$ cat config.mk
export PLATFORM = sky130hd
export DESIGN_NAME = uart_fifo_ctl
export DESIGN_NICKNAME = d
export VERILOG_FILES = /design/src/rtl/uart_fifo_pkg.sv /design/src/rtl/byte_fifo.sv /design/src/rtl/fcr_mode_reg.sv /design/src/rtl/uart_fifo_ctl.sv
export SDC_FILE = /design/constraint.sdc
export NUM_CORES = 1
export LEC_CHECK = 0
export BUFFER_PORTS_ARGS = -buffer_cell sky130_fd_sc_hd__buf_4
export CAP_MARGIN = 20
export CORE_MARGIN = 1
export CORE_UTILIZATION = 62
export DETAILED_ROUTE_END_ITERATION = 8
export PLACE_DENSITY = 0.79
export SLEW_MARGIN = 20
export SYNTH_ARGS = -nofsm -noshare
export SYNTH_HDL_FRONTEND = slang
export SYNTH_SLANG_ARGS = --single-unit
$ cat constraint.sdc
create_clock -name clk_i -period 3.9 [get_ports clk_i]
set_input_delay 0.39 -clock clk_i [delete_from_list [all_inputs] [get_ports clk_i]]
set_output_delay 0.39 -clock clk_i [all_outputs]
set_load 0.01 [all_outputs]
$ cat src/rtl/uart_fifo_pkg.sv
package uart_fifo_pkg;

  // FIFO control register write layout
  typedef struct packed {
    logic [1:0] trig;    // 7:6 receive trigger code
    logic       deep;    // 5   64-entry mode request
    logic [1:0] rsv;     // 4:3 not used here
    logic       tx_rst;  // 2   self-clearing
    logic       rx_rst;  // 1   self-clearing
    logic       en;      // 0   queue enable
  } fcr_t;

  function automatic int unsigned rx_trig_level(input logic en, input logic deep,
                                                input logic [1:0] code,
                                                input int unsigned std_d,
                                                input int unsigned ext_d);
    int unsigned lvl;
    if (!en) lvl = 1;
    else if (deep) begin
      case (code)
        2'd0:    lvl = 1;
        2'd1:    lvl = ext_d / 4;
        2'd2:    lvl = ext_d / 2;
        default: lvl = ext_d - 8;
      endcase
    end else begin
      case (code)
        2'd0:    lvl = 1;
        2'd1:    lvl = std_d / 4;
        2'd2:    lvl = std_d / 2;
        default: lvl = std_d - 2;
      endcase
    end
    return lvl;
  endfunction

endpackage

$ cat src/rtl/byte_fifo.sv
module byte_fifo #(
  parameter int DW        = 8,
  parameter int MAX_DEPTH = 64,
  localparam int PW       = $clog2(MAX_DEPTH),
  localparam int CW       = $clog2(MAX_DEPTH + 1)
) (
  input  logic          clk_i,
  input  logic          rst_ni,
  input  logic          flush_i,
  input  logic [CW-1:0] lim_i,
  input  logic          push_i,
  input  logic [DW-1:0] data_i,
  input  logic          pop_i,
  output logic [DW-1:0] data_o,
  output logic [CW-1:0] count_o,
  output logic          full_o,
  output logic          empty_o
);

  logic [DW-1:0] mem_q [MAX_DEPTH];
  logic [PW-1:0] wr_ptr_q, rd_ptr_q;
  logic [CW-1:0] count_q;
  logic          pop_ok, push_ok;

  assign pop_ok  = pop_i & ~flush_i & (count_q != '0);
  // full queue still takes a push when a pop frees a slot in the same cycle
  assign push_ok = push_i & ~flush_i & ((count_q < lim_i) | pop_ok);

  always_ff @(posedge clk_i or negedge rst_ni) begin
    if (!rst_ni) begin
      wr_ptr_q <= '0;
      rd_ptr_q <= '0;
      count_q  <= '0;
    end else if (flush_i) begin
      wr_ptr_q <= '0;
      rd_ptr_q <= '0;
      count_q  <= '0;
    end else begin
      if (push_ok) wr_ptr_q <= wr_ptr_q + PW'(1);
      if (pop_ok)  rd_ptr_q <= rd_ptr_q + PW'(1);
      case ({push_ok, pop_ok})
        2'b10:   count_q <= count_q + CW'(1);
        2'b01:   count_q <= count_q - CW'(1);
        default: count_q <= count_q;
      endcase
    end
  end

  always_ff @(posedge clk_i) begin
    if (push_ok) mem_q[wr_ptr_q] <= data_i;
  end

  assign data_o  = mem_q[rd_ptr_q];
  assign count_o = count_q;
  assign full_o  = (count_q >= lim_i);
  assign empty_o = (count_q == '0);

  a_r2_count_within_lim: assert property (@(posedge clk_i) disable iff (!rst_ni)
    count_q <= lim_i);

  a_r9_flush_empties: assert property (@(posedge clk_i) disable iff (!rst_ni)
    flush_i |=> (count_q == '0));

  a_r12_empty_pop_ignored: assert property (@(posedge clk_i) disable iff (!rst_ni)
    (count_q == '0 && pop_i && !push_i) |=> (count_q == '0));

endmodule

$ cat src/rtl/fcr_mode_reg.sv
module fcr_mode_reg
  import uart_fifo_pkg::*;
#(
  parameter int STD_DEPTH = 16,
  parameter int EXT_DEPTH = 64,
  localparam int CW       = $clog2(EXT_DEPTH + 1)
) (
  input  logic          clk_i,
  input  logic          rst_ni,
  input  logic          we_i,
  input  logic [7:0]    wdata_i,
  input  logic [7:0]    lcr_i,
  output logic          en_o,
  output logic          ext_o,
  output logic          flush_rx_o,
  output logic          flush_tx_o,
  output logic [CW-1:0] lim_o,
  output logic [CW-1:0] trig_o,
  output logic [2:0]    iir_hi_o
);

  fcr_t       fcr;
  logic       en_q, ext_q;
  logic [1:0] trig_q;
  logic       en_nxt, ext_nxt, mode_chg;
  logic       unused_fcr_rsv;

  assign fcr            = fcr_t'(wdata_i);
  assign unused_fcr_rsv = ^fcr.rsv;

  always_comb begin
    en_nxt   = fcr.en;
    // deep bit only honoured with the line control register cleared
    ext_nxt  = fcr.en & ((lcr_i == 8'h00) ? fcr.deep : ext_q);
    mode_chg = we_i & ((en_nxt != en_q) | (ext_nxt != ext_q));
  end

  assign flush_rx_o = mode_chg | (we_i & fcr.rx_rst);
  assign flush_tx_o = mode_chg | (we_i & fcr.tx_rst);

  always_ff @(posedge clk_i or negedge rst_ni) begin
    if (!rst_ni) begin
      en_q   <= 1'b0;
      ext_q  <= 1'b0;
      trig_q <= 2'b00;
    end else if (we_i) begin
      en_q   <= en_nxt;
      ext_q  <= ext_nxt;
      trig_q <= fcr.trig;
    end
  end

  assign en_o     = en_q;
  assign ext_o    = ext_q;
  assign lim_o    = !en_q ? CW'(1) : (ext_q ? CW'(EXT_DEPTH) : CW'(STD_DEPTH));
  assign trig_o   = CW'(rx_trig_level(en_q, ext_q, trig_q, STD_DEPTH, EXT_DEPTH));
  assign iir_hi_o = en_q ? {2'b11, ext_q} : 3'b000;

  a_r8_zero_write_off: assert property (@(posedge clk_i) disable iff (!rst_ni)
    (we_i && wdata_i == 8'h00) |=> (!en_q && !ext_q));

  a_r3_lcr_guard: assert property (@(posedge clk_i) disable iff (!rst_ni)
    (we_i && lcr_i != 8'h00 && wdata_i[0]) |=> $stable(ext_q));

  a_r7_deep_needs_en: assert property (@(posedge clk_i) disable iff (!rst_ni)
    ext_q |-> en_q);

endmodule

$ cat src/rtl/uart_fifo_ctl.sv
module uart_fifo_ctl #(
  parameter int DW        = 8,
  parameter int STD_DEPTH = 16,
  parameter int EXT_DEPTH = 64,
  localparam int CW       = $clog2(EXT_DEPTH + 1)
) (
  input  logic          clk_i,
  input  logic          rst_ni,
  input  logic [7:0]    lcr_i,
  input  logic          fcr_we_i,
  input  logic [7:0]    fcr_wdata_i,
  input  logic          lsr_rd_i,
  input  logic          rx_push_i,
  input  logic [DW-1:0] rx_data_i,
  input  logic          rx_pop_i,
  output logic [DW-1:0] rx_data_o,
  output logic [CW-1:0] rx_count_o,
  output logic          rx_empty_o,
  input  logic          tx_push_i,
  input  logic [DW-1:0] tx_data_i,
  input  logic          tx_pop_i,
  output logic [DW-1:0] tx_data_o,
  output logic [CW-1:0] tx_count_o,
  output logic          tx_empty_o,
  output logic          tx_full_o,
  output logic          tx_afull_o,
  output logic          overrun_o,
  output logic          rda_irq_o,
  output logic          fifo_en_o,
  output logic          ext_mode_o,
  output logic [2:0]    iir_fifo_bits_o
);

  logic          flush_rx, flush_tx;
  logic [CW-1:0] lim, trig;
  logic          rx_full, rx_drop;
  logic          overrun_q;

  fcr_mode_reg #(
    .STD_DEPTH (STD_DEPTH),
    .EXT_DEPTH (EXT_DEPTH)
  ) u_mode (
    .clk_i      (clk_i),
    .rst_ni     (rst_ni),
    .we_i       (fcr_we_i),
    .wdata_i    (fcr_wdata_i),
    .lcr_i      (lcr_i),
    .en_o       (fifo_en_o),
    .ext_o      (ext_mode_o),
    .flush_rx_o (flush_rx),
    .flush_tx_o (flush_tx),
    .lim_o      (lim),
    .trig_o     (trig),
    .iir_hi_o   (iir_fifo_bits_o)
  );

  byte_fifo #(.DW(DW), .MAX_DEPTH(EXT_DEPTH)) u_rx_fifo (
    .clk_i   (clk_i),
    .rst_ni  (rst_ni),
    .flush_i (flush_rx),
    .lim_i   (lim),
    .push_i  (rx_push_i),
    .data_i  (rx_data_i),
    .pop_i   (rx_pop_i),
    .data_o  (rx_data_o),
    .count_o (rx_count_o),
    .full_o  (rx_full),
    .empty_o (rx_empty_o)
  );

  byte_fifo #(.DW(DW), .MAX_DEPTH(EXT_DEPTH)) u_tx_fifo (
    .clk_i   (clk_i),
    .rst_ni  (rst_ni),
    .flush_i (flush_tx),
    .lim_i   (lim),
    .push_i  (tx_push_i),
    .data_i  (tx_data_i),
    .pop_i   (tx_pop_i),
    .data_o  (tx_data_o),
    .count_o (tx_count_o),
    .full_o  (tx_full_o),
    .empty_o (tx_empty_o)
  );

  assign rx_drop = rx_push_i & ~flush_rx & rx_full & ~(rx_pop_i & ~rx_empty_o);

  always_ff @(posedge clk_i or negedge rst_ni) begin
    if (!rst_ni)       overrun_q <= 1'b0;
    else if (rx_drop)  overrun_q <= 1'b1;
    else if (lsr_rd_i) overrun_q <= 1'b0;
  end

  assign overrun_o  = overrun_q;
  assign rda_irq_o  = (rx_count_o >= trig);
  assign tx_afull_o = fifo_en_o & (tx_count_o >= lim - CW'(1));

  a_r11_overrun_sticky: assert property (@(posedge clk_i) disable iff (!rst_ni)
    (overrun_q && !lsr_rd_i) |=> overrun_q);

  a_r11_drop_sets_overrun: assert property (@(posedge clk_i) disable iff (!rst_ni)
    (rx_push_i && rx_full && !rx_pop_i && !fcr_we_i) |=> overrun_q);

  a_r6_no_irq_when_empty: assert property (@(posedge clk_i) disable iff (!rst_ni)
    rx_empty_o |-> !rda_irq_o);

endmodule

==> run_results.csv, run 1 <==
group,metric,value,unit
synth,yosys.cell_count.top_type,"edfxtp_1",
hold_path,min_from,"tx_push_i",
timing,worst_slew_pin_slew,0.852,ns
routing,num_vias,22176,
worst_setup_path,end_kind,"primary output",
floorplan,ios,81,
global_route,grt.overflow.total,0,
layout,final_util,0.716,
worst_setup_path,slowest_stage,"mux4_2",
floorplan,die_w,264,um
routing,drc,0,
timing,slew_headroom,0.430,
synth,synthCells,2098,
routing,routed_wl,94.0,mm
worst_setup_path,r2r_end,"u_rx_fifo.mem_q[12][5]$_DFFE_PP_",
worst_setup_path,path_common_cell,"a22oi_1",
clock_network,cts.sinks,1067,
worst_setup_path,ff2ff_setup_slack,0.26,ns
timing,fin_skew,0.0264,ns
worst_setup_path,crit_type,"reg2out",
synth,syn_area,42400,um2
floorplan,die_y,264,um
worst_setup_path,crit_chain,"buf_16, mux4_2, a22oi_1, nand2_1, a22oi_1, o221ai_1, buf_4",
clock_network,h-tree-depth,3,
synth,synth_enable_flop_cells,1024,
synth,yosys.area.top_type_share,0.725,
power_and_ir_drop,powerDensity,606,nW/um2
placed_design,dp_hpwl,54.8,mm
floorplan,core,67400,um2
worst_setup_path,cp_top_family,"compound AO/OA/AOI/OAI gates",
timing,maxSlewViolCount,0,
synth,ys_async_sr_fraction,0.0403,
routing,ant_nets,0,
layout,antenna_cells,0,
routing,vias_per_cell,6.76,
floorplan,start_util,0.629,
routing,wl_per_cell,28.7,um
global_route,grt_pass1_wl,142,mm
synth,synthTopCellsByCount,"edfxtp_1, mux4_2, nor2_1",
worst_setup_path,start_kind,"flop",
worst_setup_path,critical_path_depth,7,
worst_setup_path,critPathMaxFanout,38,
synth,syn_nets,2172,
timing,rsz0062_at_grt,"false",
synth,yosys-top-cells-area,"edfxtp_1, mux4_2, dfrtp_1",
layout,fillers,3777,
placed_design,gp_congestion,0.895,
clock_network,clockBufferDepth,3,
floorplan,die_area,69500,um2
timing,min_period_over_period,0.984,
power_and_ir_drop,ir_drop,0.504,mV
clock_network,clkTransAtPathRegs,0.06,ns
worst_setup_path,r2r_start,"u_mode.ext_o$_DFFE_PN0P_",
global_route,grt.total_usage,0.275,
global_route,grt_pass1_vias,22813,
global_route,grt_max_degree,65,
placed_design,numPortBuffers,78,
routing,firstDrtPassIters,8,
synth,synth_largest_area_cell,"edfxtp_1",
synth,ys.flop_type,"edfxtp_1",
layout,final_nets,2401,
synth,ys_ff_latch,1067,
hold_path,hold_depth,3,
worst_setup_path,reg2regPathDepth,10,
floorplan,num_rows,95,
hold_path,hold_class,"in2reg",
status,outcome,"finished, final reports clean",
clock_network,cts_buffers,99,
synth,yosysWarnings,0,
worst_setup_path,worst-path-buf-inv,2,
clock_network,cts.root.buffer_cell,"clkbuf_16",
timing,fin_setup_tns,0,ns
clock_network,clock_latency,0.67,ns
synth,synth_seq_area_share,0.750,
clock_network,cts_tree,"built",
timing,max_freq,0.261,GHz
worst_setup_path,critical_path_arrival,3.45,ns
worst_setup_path,cp_data_required_time,3.51,ns
synth,netlist-cell-type-count,65,
layout,drive_gt1_frac,0.284,
timing,hold_violations,0,
worst_setup_path,slowest_delay,0.59,ns
routing,drt_iter0_markers,2547,
synth,syn_area_per_cell,20.2,um2
layout,area_delta_synth_final,13.7,%
timing,fin_crit,3.84,ns
power_and_ir_drop,leakagePower,15.7,nW
global_route,antenna_found_initial,0,
hold_path,min_to,"u_tx_fifo.wr_ptr_q[1]$_DFFE_PN0P_",
timing,finalSetupViolations,0,
run,maxCapViolCount,0,
timing,hold-worst-slack,0.0773,ns
==> repair_timing <==
item,4_1_cts,5_1_grt
resized for setup,1,2
hold buffers,7,0
endpoints found under the hold margin,48,0
setup buffers,3,7
setup endpoints to repair,8,5
==> stage by stage <==
step,cell area (um2),power (W),cells,setup slack (ns)
after global routing,48200,0.0301,3280,0.0124
after floorplan,42400,0.0177,2098,0.502
final,48200,0.0292,3280,0.0634
after global placement,45000,0.0198,3082,0.357
after detailed placement,45000,0.0200,3082,0.312
after CTS,48200,0.0292,3273,0.0207
==> state kept, by name, indices dropped and copies added, names as in the netlist <==
register / flops
u_tx_fifo.wr_ptr_q: 6
u_rx_fifo.count_o: 7
u_mode.ext_o: 1
u_rx_fifo.mem_q: 512
u_mode.trig_q: 2
u_tx_fifo.mem_q: 512
u_tx_fifo.count_o: 7
u_rx_fifo.rd_ptr_q: 6
u_tx_fifo.rd_ptr_q: 6
u_rx_fifo.wr_ptr_q: 6
overrun_o: 1
u_mode.en_o: 1
==> power breakdown <==
part	total, W	switching [W]	internal (W)
Combinational	0.00680	0.00365	0.00315
Sequential	0.0131	0.000343	0.0128
Clock	0.00930	0.00410	0.00520
==> final cells by class <==
class                           instances  area [um2]  share of cell area
Tap cell                              873        1090              0.0226
Sequential cell                      1067       31800               0.660
Clock inverter                         56         480             0.00996
Multi-Input combinational cell        888       10000               0.208
Inverter                               11        41.3            0.000856
Timing Repair Buffer                  260        2150              0.0446
Clock buffer                          125        2610              0.0540
==> how the worst max path moves through the flow <==
stage,start,end,slack [ns]
after floorplan,lcr_i[5],u_rx_fifo.count_o[6]$_DFFE_PN0P_,0.50
after global placement,lcr_i[5],u_rx_fifo.count_o[6]$_DFFE_PN0P_,0.36
after detailed placement,lcr_i[5],u_rx_fifo.count_o[6]$_DFFE_PN0P_,0.31
after CTS,u_rx_fifo.rd_ptr_q[0]$_DFFE_PN0P_,rx_data_o[7],0.02
after global routing,u_rx_fifo.rd_ptr_q[0]$_DFFE_PN0P_,rx_data_o[7],0.01
final,u_rx_fifo.rd_ptr_q[0]$_DFFE_PN0P_,rx_data_o[0],0.06
==> worst register-to-register path: stages, from the launching register on <==
cell	delay, ns
dfrtp_1	0.44
inv_1	0.18
nand2_1	0.14
ha_1	0.32
a211o_1	0.30
a221o_1	0.40
nand2_2	0.18
o21ai_2	0.16
or4b_1	0.70
nor2_1	0.29
buf_4	0.24
==> cells by family after synthesis <==
family | Yosys count | synth area share
buffers and inverters | 143 | 0.0141
XOR/XNOR | 27 | 0.00557
adder cells (fa/ha/maj) | 34 | 0.0104
AO/OA/AOI/OAI | 223 | 0.0416
multiplexers | 269 | 0.139
flip-flops | 1067 | 0.750
AND/OR/NAND/NOR | 335 | 0.0392
==> placed cells by master, fill, tap and decap left out, drive strengths merged, types with 4 or more instances in the layout <==
cell type    instances
dfrtp               43
mux4               256
dlygate4sd3          7
nor3                75
nor2               105
a211oi               4
a22o                32
nand3               11
or2                  5
o21ai               16
nand2b               9
o221ai              16
nand3b              10
a21oi               20
a221oi              32
buf                253
xor2                18
edfxtp            1024
nand4                7
mux2i               11
clkbuf             125
nor2b               10
a22oi               80
nand4b               5
nand2               70
clkinv              42
xnor2                9
or4b                 4
or3                  6
bufinv               7
or4                  5
ha                  32
inv                 16
==> metal layers <==
metal / share of wire / wire length [um] / vias to the layer above / GRT usage
li1: - / - / 9221 / -
met1: 0.37 / 35000 / 11545 / 0.365
met2: 0.51 / 48300 / 1176 / 0.465
met3: 0.074 / 6930 / 234 / 0.0414
met4: 0.040 / 3720 / 0 / 0.109
met5: 0 / 0 / - / 0
Power figures use the tool's default switching activity.
==> run 2, diff against run 1 <==
- BUFFER_PORTS_ARGS: -buffer_cell sky130_fd_sc_hd__buf_4 -> not set
- CORE_UTILIZATION: 62 -> 63
- DONT_BUFFER_PORTS: not set -> 1
==> run 2 against run 1 <==
Against the previous run:
- worst hold slack got worse by 0.052 ns
- global-route usage rose by 1.2 points
- total power barely moved
- clock power rose by 4.2%
- non-clock buffer count fell by 68
- die area fell by 1.6%
- critical path type is now reg2reg
- highest routed layer unchanged
==> run_results.csv, run 2 (same netlist as run 1, synthesis figures left out) <==
group,metric,value,unit
status,outcome,"finished, final reports clean",
floorplan,die_w,262,um
worst_setup_path,critPathMaxFanout,15,
timing,fin_crit,3.77,ns
routing,routed_wl,95.6,mm
placed_design,gp_congestion,0.850,
worst_setup_path,end_kind,"flop",
timing,slew_headroom,0.328,
clock_network,clkTransAtPathRegs,0.06,ns
clock_network,clock_latency,0.66,ns
worst_setup_path,cp_top_family,"simple AND/OR/NAND/NOR gates",
global_route,global_route.usage.met2,0.489,
routing,drt_iter0_markers,2719,
worst_setup_path,start_kind,"flop",
routing,num_vias,21893,
run,maxCapViolCount,0,
routing,vias_per_cell,6.81,
layout,final_nets,2336,
worst_setup_path,critical_path_arrival,4.07,ns
global_route,grt.total_usage,0.287,
layout,area_delta_synth_final,13.8,%
global_route,grt_max_degree,65,
timing,finalSetupViolations,0,
worst_setup_path,crit_type,"reg2reg",
placed_design,dp_hpwl,54.7,mm
layout,final_common_cell,"edfxtp_1",
clock_network,cts.sinks,1067,
clock_network,h-tree-depth,3,
timing,max_freq,0.265,GHz
global_route,grt.overflow.total,0,
floorplan,die_y,262,um
placed_design,post-place-ws,-0.00690,ns
global_route,top_usage_layer,"met2",
power_and_ir_drop,leakagePower,15.5,nW
hold_path,hold_depth,3,
routing,firstDrtPassIters,6,
timing,worst_slew_pin_slew,1.01,ns
floorplan,die_area,68400,um2
layout,top_regs,"u_rx_fifo.mem_q x512, u_tx_fifo.mem_q x512",
power_and_ir_drop,powerDensity,605,nW/um2
global_route,grt_use_met3,0.0535,
timing,maxSlewViolCount,0,
layout,regArea,31800,um2
layout,final_cell_mix,"edfxtp_1, mux4_2, buf_4",
worst_setup_path,cp_data_required_time,4.19,ns
worst_setup_path,reg2regPathDepth,9,
floorplan,num_rows,94,
timing,rsz0062_at_grt,"false",
timing,fin_ws,0.126,ns
timing,fin_skew,0.0261,ns
global_route,met1_usage,0.369,
worst_setup_path,critical_path_depth,9,
routing,drc,0,
layout,final_util,0.729,
global_route,antenna_found_initial,0,
timing,min_period_over_period,0.968,
floorplan,start_util,0.641,
clock_network,clockBufferDepth,3,
worst_setup_path,crit_chain,"inv_1, nand2_1, ha_1, a211o_1, a221o_1, nand2_2, o21ai_4, or4b_1, nor2_2",
floorplan,ios,81,
layout,multi_input_area,10000,um2
power_and_ir_drop,ir_drop,0.473,mV
layout,antenna_cells,0,
worst_setup_path,slowest_stage,"or4b_1",
placed_design,numPortBuffers,0,
global_route,grt_pass1_wl,142,mm
worst_setup_path,worst-path-buf-inv,1,
floorplan,core,66200,um2
routing,wl_per_cell,29.8,um
hold_path,hold_class,"in2reg",
layout,fillers,3586,
timing,hold_violations,0,
layout,drive_gt1_frac,0.267,
clock_network,cts_buffers,102,
routing,ant_nets,0,
clock_network,cts.root.buffer_cell,"clkbuf_16",
global_route,grt_pass1_vias,22563,
worst_setup_path,slowest_delay,0.79,ns
clock_network,cts_tree,"built",
[run 2: cell types whose count changed in the layout (fill, tap and decap cells not counted), sizes merged]
cell         delta
buf            -73
clkinv         +10
inv             -3
clkinvlp        +6
clkbuf          -3
bufinv          +1
dlygate4sd3     +5
[run 2: area by class of cell]
class / count / area share
Clock buffer: 122 / 0.0562
Clock inverter: 70 / 0.0121
Tap cell: 864 / 0.0224
Sequential cell: 1067 / 0.660
Multi-Input combinational cell: 888 / 0.208
Inverter: 11 / 0.000855
Timing Repair Buffer: 192 / 0.0411
[run 2: metrics by stage]
stage | cells | TNS [ns] | area [um2] | power (W) | hold slack, ns
3_5_place_dp | 2992 | -0.00690 | 44400 | 0.0194 | 0.0952
5_1_grt | 3214 | 0 | 48300 | 0.0301 | 0.0336
3_3_place_gp | 2992 | 0 | 44400 | 0.0192 | 0.0956
2_1_floorplan | 2098 | 0 | 42400 | 0.0177 | 0.0944
4_1_cts | 3213 | 0 | 48300 | 0.0293 | 0.00225
6_report | 3214 | 0 | 48300 | 0.0292 | 0.0253
[run 2: worst paths after layout]
kind                            slack, ns                           endpoint                         start
worst max-delay path                 0.13   u_tx_fifo.mem_q[39][1]$_DFFE_PP_      u_mode.ext_o$_DFFE_PN0P_
worst min-delay path                 0.03  u_tx_fifo.rd_ptr_q[1]$_DFFE_PN0P_                      tx_pop_i
worst max register to register       0.13   u_tx_fifo.mem_q[39][1]$_DFFE_PP_      u_mode.ext_o$_DFFE_PN0P_
worst min register to register       0.61       u_mode.trig_q[1]$_DFFE_PN0P_  u_mode.trig_q[1]$_DFFE_PN0P_
max in group asynchronous            3.41  u_tx_fifo.rd_ptr_q[0]$_DFFE_PN0P_                        rst_ni
min in group asynchronous            0.24              overrun_o$_DFFE_PN0P_                        rst_ni
[run 2: repair_timing]
item                       in CTS  in global routing
pin swaps                       0                  0
gates resized for setup         1                  0
buffers inserted                0                  1
hold endpoints to repair     1076                  0
setup endpoints to repair       1                  3
hold buffers                   29                  0
[run 2: per-layer routing]
layer / up-vias / routed length (um)
li1: 9087 / -
met1: 11322 / 34300
met2: 1245 / 49500
met3: 239 / 7960
met4: 0 / 3870
met5: - / 0
[run 2: worst min-delay path, cell delays in order]
cell and delay, ns:
o41a_4 0.12, nand2_1 0.07, a21oi_1 0.05
[run 2: power by group]
| part | internal, W | switching [W] | leakage [nW] | total, W |
|---|---|---|---|---|
| combinational | 0.00284 | 0.00357 | 4.16 | 0.00642 |
| sequential | 0.0128 | 0.000355 | 9.78 | 0.0131 |
| clock | 0.00550 | 0.00418 | 1.60 | 0.00969 |
==> run 3, diff against run 2 <==
- MAX_ROUTING_LAYER: not set -> met4
- REMOVE_ABC_BUFFERS: not set -> 1
==> run 3 against run 2 <==
Against the previous run:
- sequential power is essentially flat
- non-clock buffer count grew 2
- via count grew 0.93%
- first-iteration DRC count grew 5.6%
- cell count is essentially flat
- worst hold slack gained 0.018 ns
- critical path depth shrank 3
- setup slack lost 0.043 ns
- sequential cell count is the same
- die area is the same
- clock power is essentially flat
- highest routed layer unchanged
==> run_results.csv, run 3 (same netlist as run 1, synthesis figures left out) <==
group,metric,value,unit
routing,drc,0,
floorplan,ios,81,
timing,finalSetupViolations,0,
timing,rsz0062_at_grt,"true",
worst_setup_path,cp_data_required_time,3.51,ns
floorplan,die_area,68400,um2
clock_network,cts.root.buffer_cell,"clkbuf_16",
clock_network,cts.sinks,1067,
timing,min_period_over_period,0.979,
power_and_ir_drop,ir_drop,0.569,mV
hold_path,min_to,"u_tx_fifo.wr_ptr_q[2]$_DFFE_PN0P_",
worst_setup_path,critPathMaxFanout,43,
layout,design_area,48300,um2
layout,area_delta_synth_final,13.8,%
layout,fin_cells,3216,
routing,vias_per_cell,6.87,
timing,maxSlewViolCount,0,
layout,drive_gt1_frac,0.264,
timing,max_freq,0.262,GHz
hold_path,hold_depth,3,
floorplan,start_util,0.641,
placed_design,gp_congestion,0.860,
global_route,grt.overflow.total,0,
layout,final_common_cell,"edfxtp_1",
run,maxCapViolCount,0,
floorplan,num_rows,94,
power_and_ir_drop,leakagePower,15.6,nW
power_and_ir_drop,powerDensity,612,nW/um2
placed_design,dp_cells,2987,
floorplan,die_w,262,um
layout,top_regs,"u_rx_fifo.mem_q x512, u_tx_fifo.mem_q x512",
timing,hold_violations,0,
worst_setup_path,start_kind,"flop",
clock_network,cts_buffers,103,
routing,routed_wl,97.9,mm
hold_path,min_from,"tx_push_i",
worst_setup_path,reg2regPathDepth,9,
clock_network,cts_tree,"built",
layout,final_cell_mix,"edfxtp_1, mux4_2, buf_4",
worst_setup_path,r2r_start,"u_mode.ext_o$_DFFE_PN0P_",
routing,firstDrtPassIters,6,
global_route,antenna_found_initial,1,
worst_setup_path,critical_path_arrival,3.43,ns
clock_network,h-tree-depth,3,
global_route,grt.total_usage,0.304,
worst_setup_path,crit_type,"reg2out",
routing,num_vias,22096,
global_route,grt_max_degree,68,
timing,worst_slew_pin_slew,1.05,ns
clock_network,clock_latency,0.69,ns
timing,fin_skew,0.0592,ns
placed_design,numPortBuffers,0,
placed_design,place_area,44300,um2
layout,antenna_cells,0,
floorplan,die_y,262,um
worst_setup_path,ff2ff_setup_slack,0.13,ns
global_route,grt_pass1_vias,22914,
worst_setup_path,end_kind,"primary output",
global_route,grt_pass1_wl,145,mm
hold_path,hold_class,"in2reg",
layout,final_nets,2339,
clock_network,clkTransAtPathRegs,0.06,ns
routing,ant_nets,0,
status,outcome,"finished, final reports clean",
routing,drt_iter0_markers,2870,
routing,wl_per_cell,30.4,um
timing,slew_headroom,0.299,
clock_network,clockBufferDepth,3,
worst_setup_path,r2r_end,"u_tx_fifo.mem_q[33][6]$_DFFE_PP_",
timing,fin_crit,3.82,ns
floorplan,core,66200,um2
placed_design,dp_hpwl,54.3,mm
[run 3: layer usage]
| metal | up-vias | track usage | part of all wire |
|---|---|---|---|
| li1 | 9106 | - | - |
| met1 | 11506 | 0.379 | 0.36 |
| met2 | 1241 | 0.504 | 0.52 |
| met3 | 243 | 0.0433 | 0.077 |
| met4 | 0 | 0.127 | 0.043 |
| met5 | - | - | 0 |
[run 3: stage by stage]
step / util / setup TNS [ns] / power, W / hold slack (ns) / setup slack, ns
after floorplan: - / -66.64 / 0.0181 / 0.0944 / -2.78
after global placement: 0.668 / 0 / 0.0192 / 0.0956 / 0.304
after detailed placement: 0.668 / 0 / 0.0194 / 0.0954 / 0.159
after CTS: 0.728 / 0 / 0.0296 / 0.0206 / 0.0383
after global routing: 0.729 / -0.327 / 0.0305 / 0.0739 / -0.0452
final: 0.729 / 0 / 0.0296 / 0.0431 / 0.0836
[run 3: worst max path at each step]
stage | startpoint | endpoint | slack (ns) | depth (start not counted)
final | u_tx_fifo.rd_ptr_q[0]$_DFFE_PN0P_ | tx_data_o[6] | 0.08 | 6
after global routing | u_mode.ext_o$_DFFE_PN0P_ | u_tx_fifo.mem_q[33][6]$_DFFE_PP_ | -0.05 | 9
after CTS | u_tx_fifo.rd_ptr_q[0]$_DFFE_PN0P_ | tx_data_o[0] | 0.04 | 6
after detailed placement | u_mode.ext_o$_DFFE_PN0P_ | u_tx_fifo.mem_q[36][3]$_DFFE_PP_ | 0.16 | 9
after floorplan | u_rx_fifo.rd_ptr_q[0]$_DFFE_PN0P_ | rx_data_o[6] | -2.78 | 4
after global placement | u_mode.ext_o$_DFFE_PN0P_ | u_tx_fifo.mem_q[36][4]$_DFFE_PP_ | 0.30 | 9
[run 3: layout make-up]
| cell class | count | area (um2) |
|---|---|---|
| Tap cell | 864 | 1080 |
| Multi-Input combinational cell | 888 | 10000 |
| Timing Repair Buffer | 194 | 1920 |
| Sequential cell | 1067 | 31800 |
| Clock buffer | 131 | 2690 |
| Inverter | 11 | 41.3 |
| Clock inverter | 61 | 683 |
| Fill cell | 3568 | 17900 |
[run 3: critical path: stages (launching register included)]
cell,delay [ns]
dfrtp_4,0.52
buf_12,0.32
mux4_2,0.56
a22oi_1,0.35
nand2_1,0.17
a22oi_1,0.46
o221ai_1,0.36
[run 3: report_power, final]
| group | total, W | switching (W) | internal [W] |
|---|---|---|---|
| registers | 0.0131 | 0.000375 | 0.0128 |
| logic | 0.00640 | 0.00359 | 0.00282 |
| clock network | 0.0100 | 0.00431 | 0.00571 |
| total | 0.0296 | 0.00827 | 0.0213 |
[run 3: what timing repair did]
item                                   4_1_cts  5_1_grt
setup endpoints to repair                    0       30
hold buffers                                28        0
endpoints found under the hold margin     1075        0
gates resized for setup                      0        3
buffers inserted                             0        9
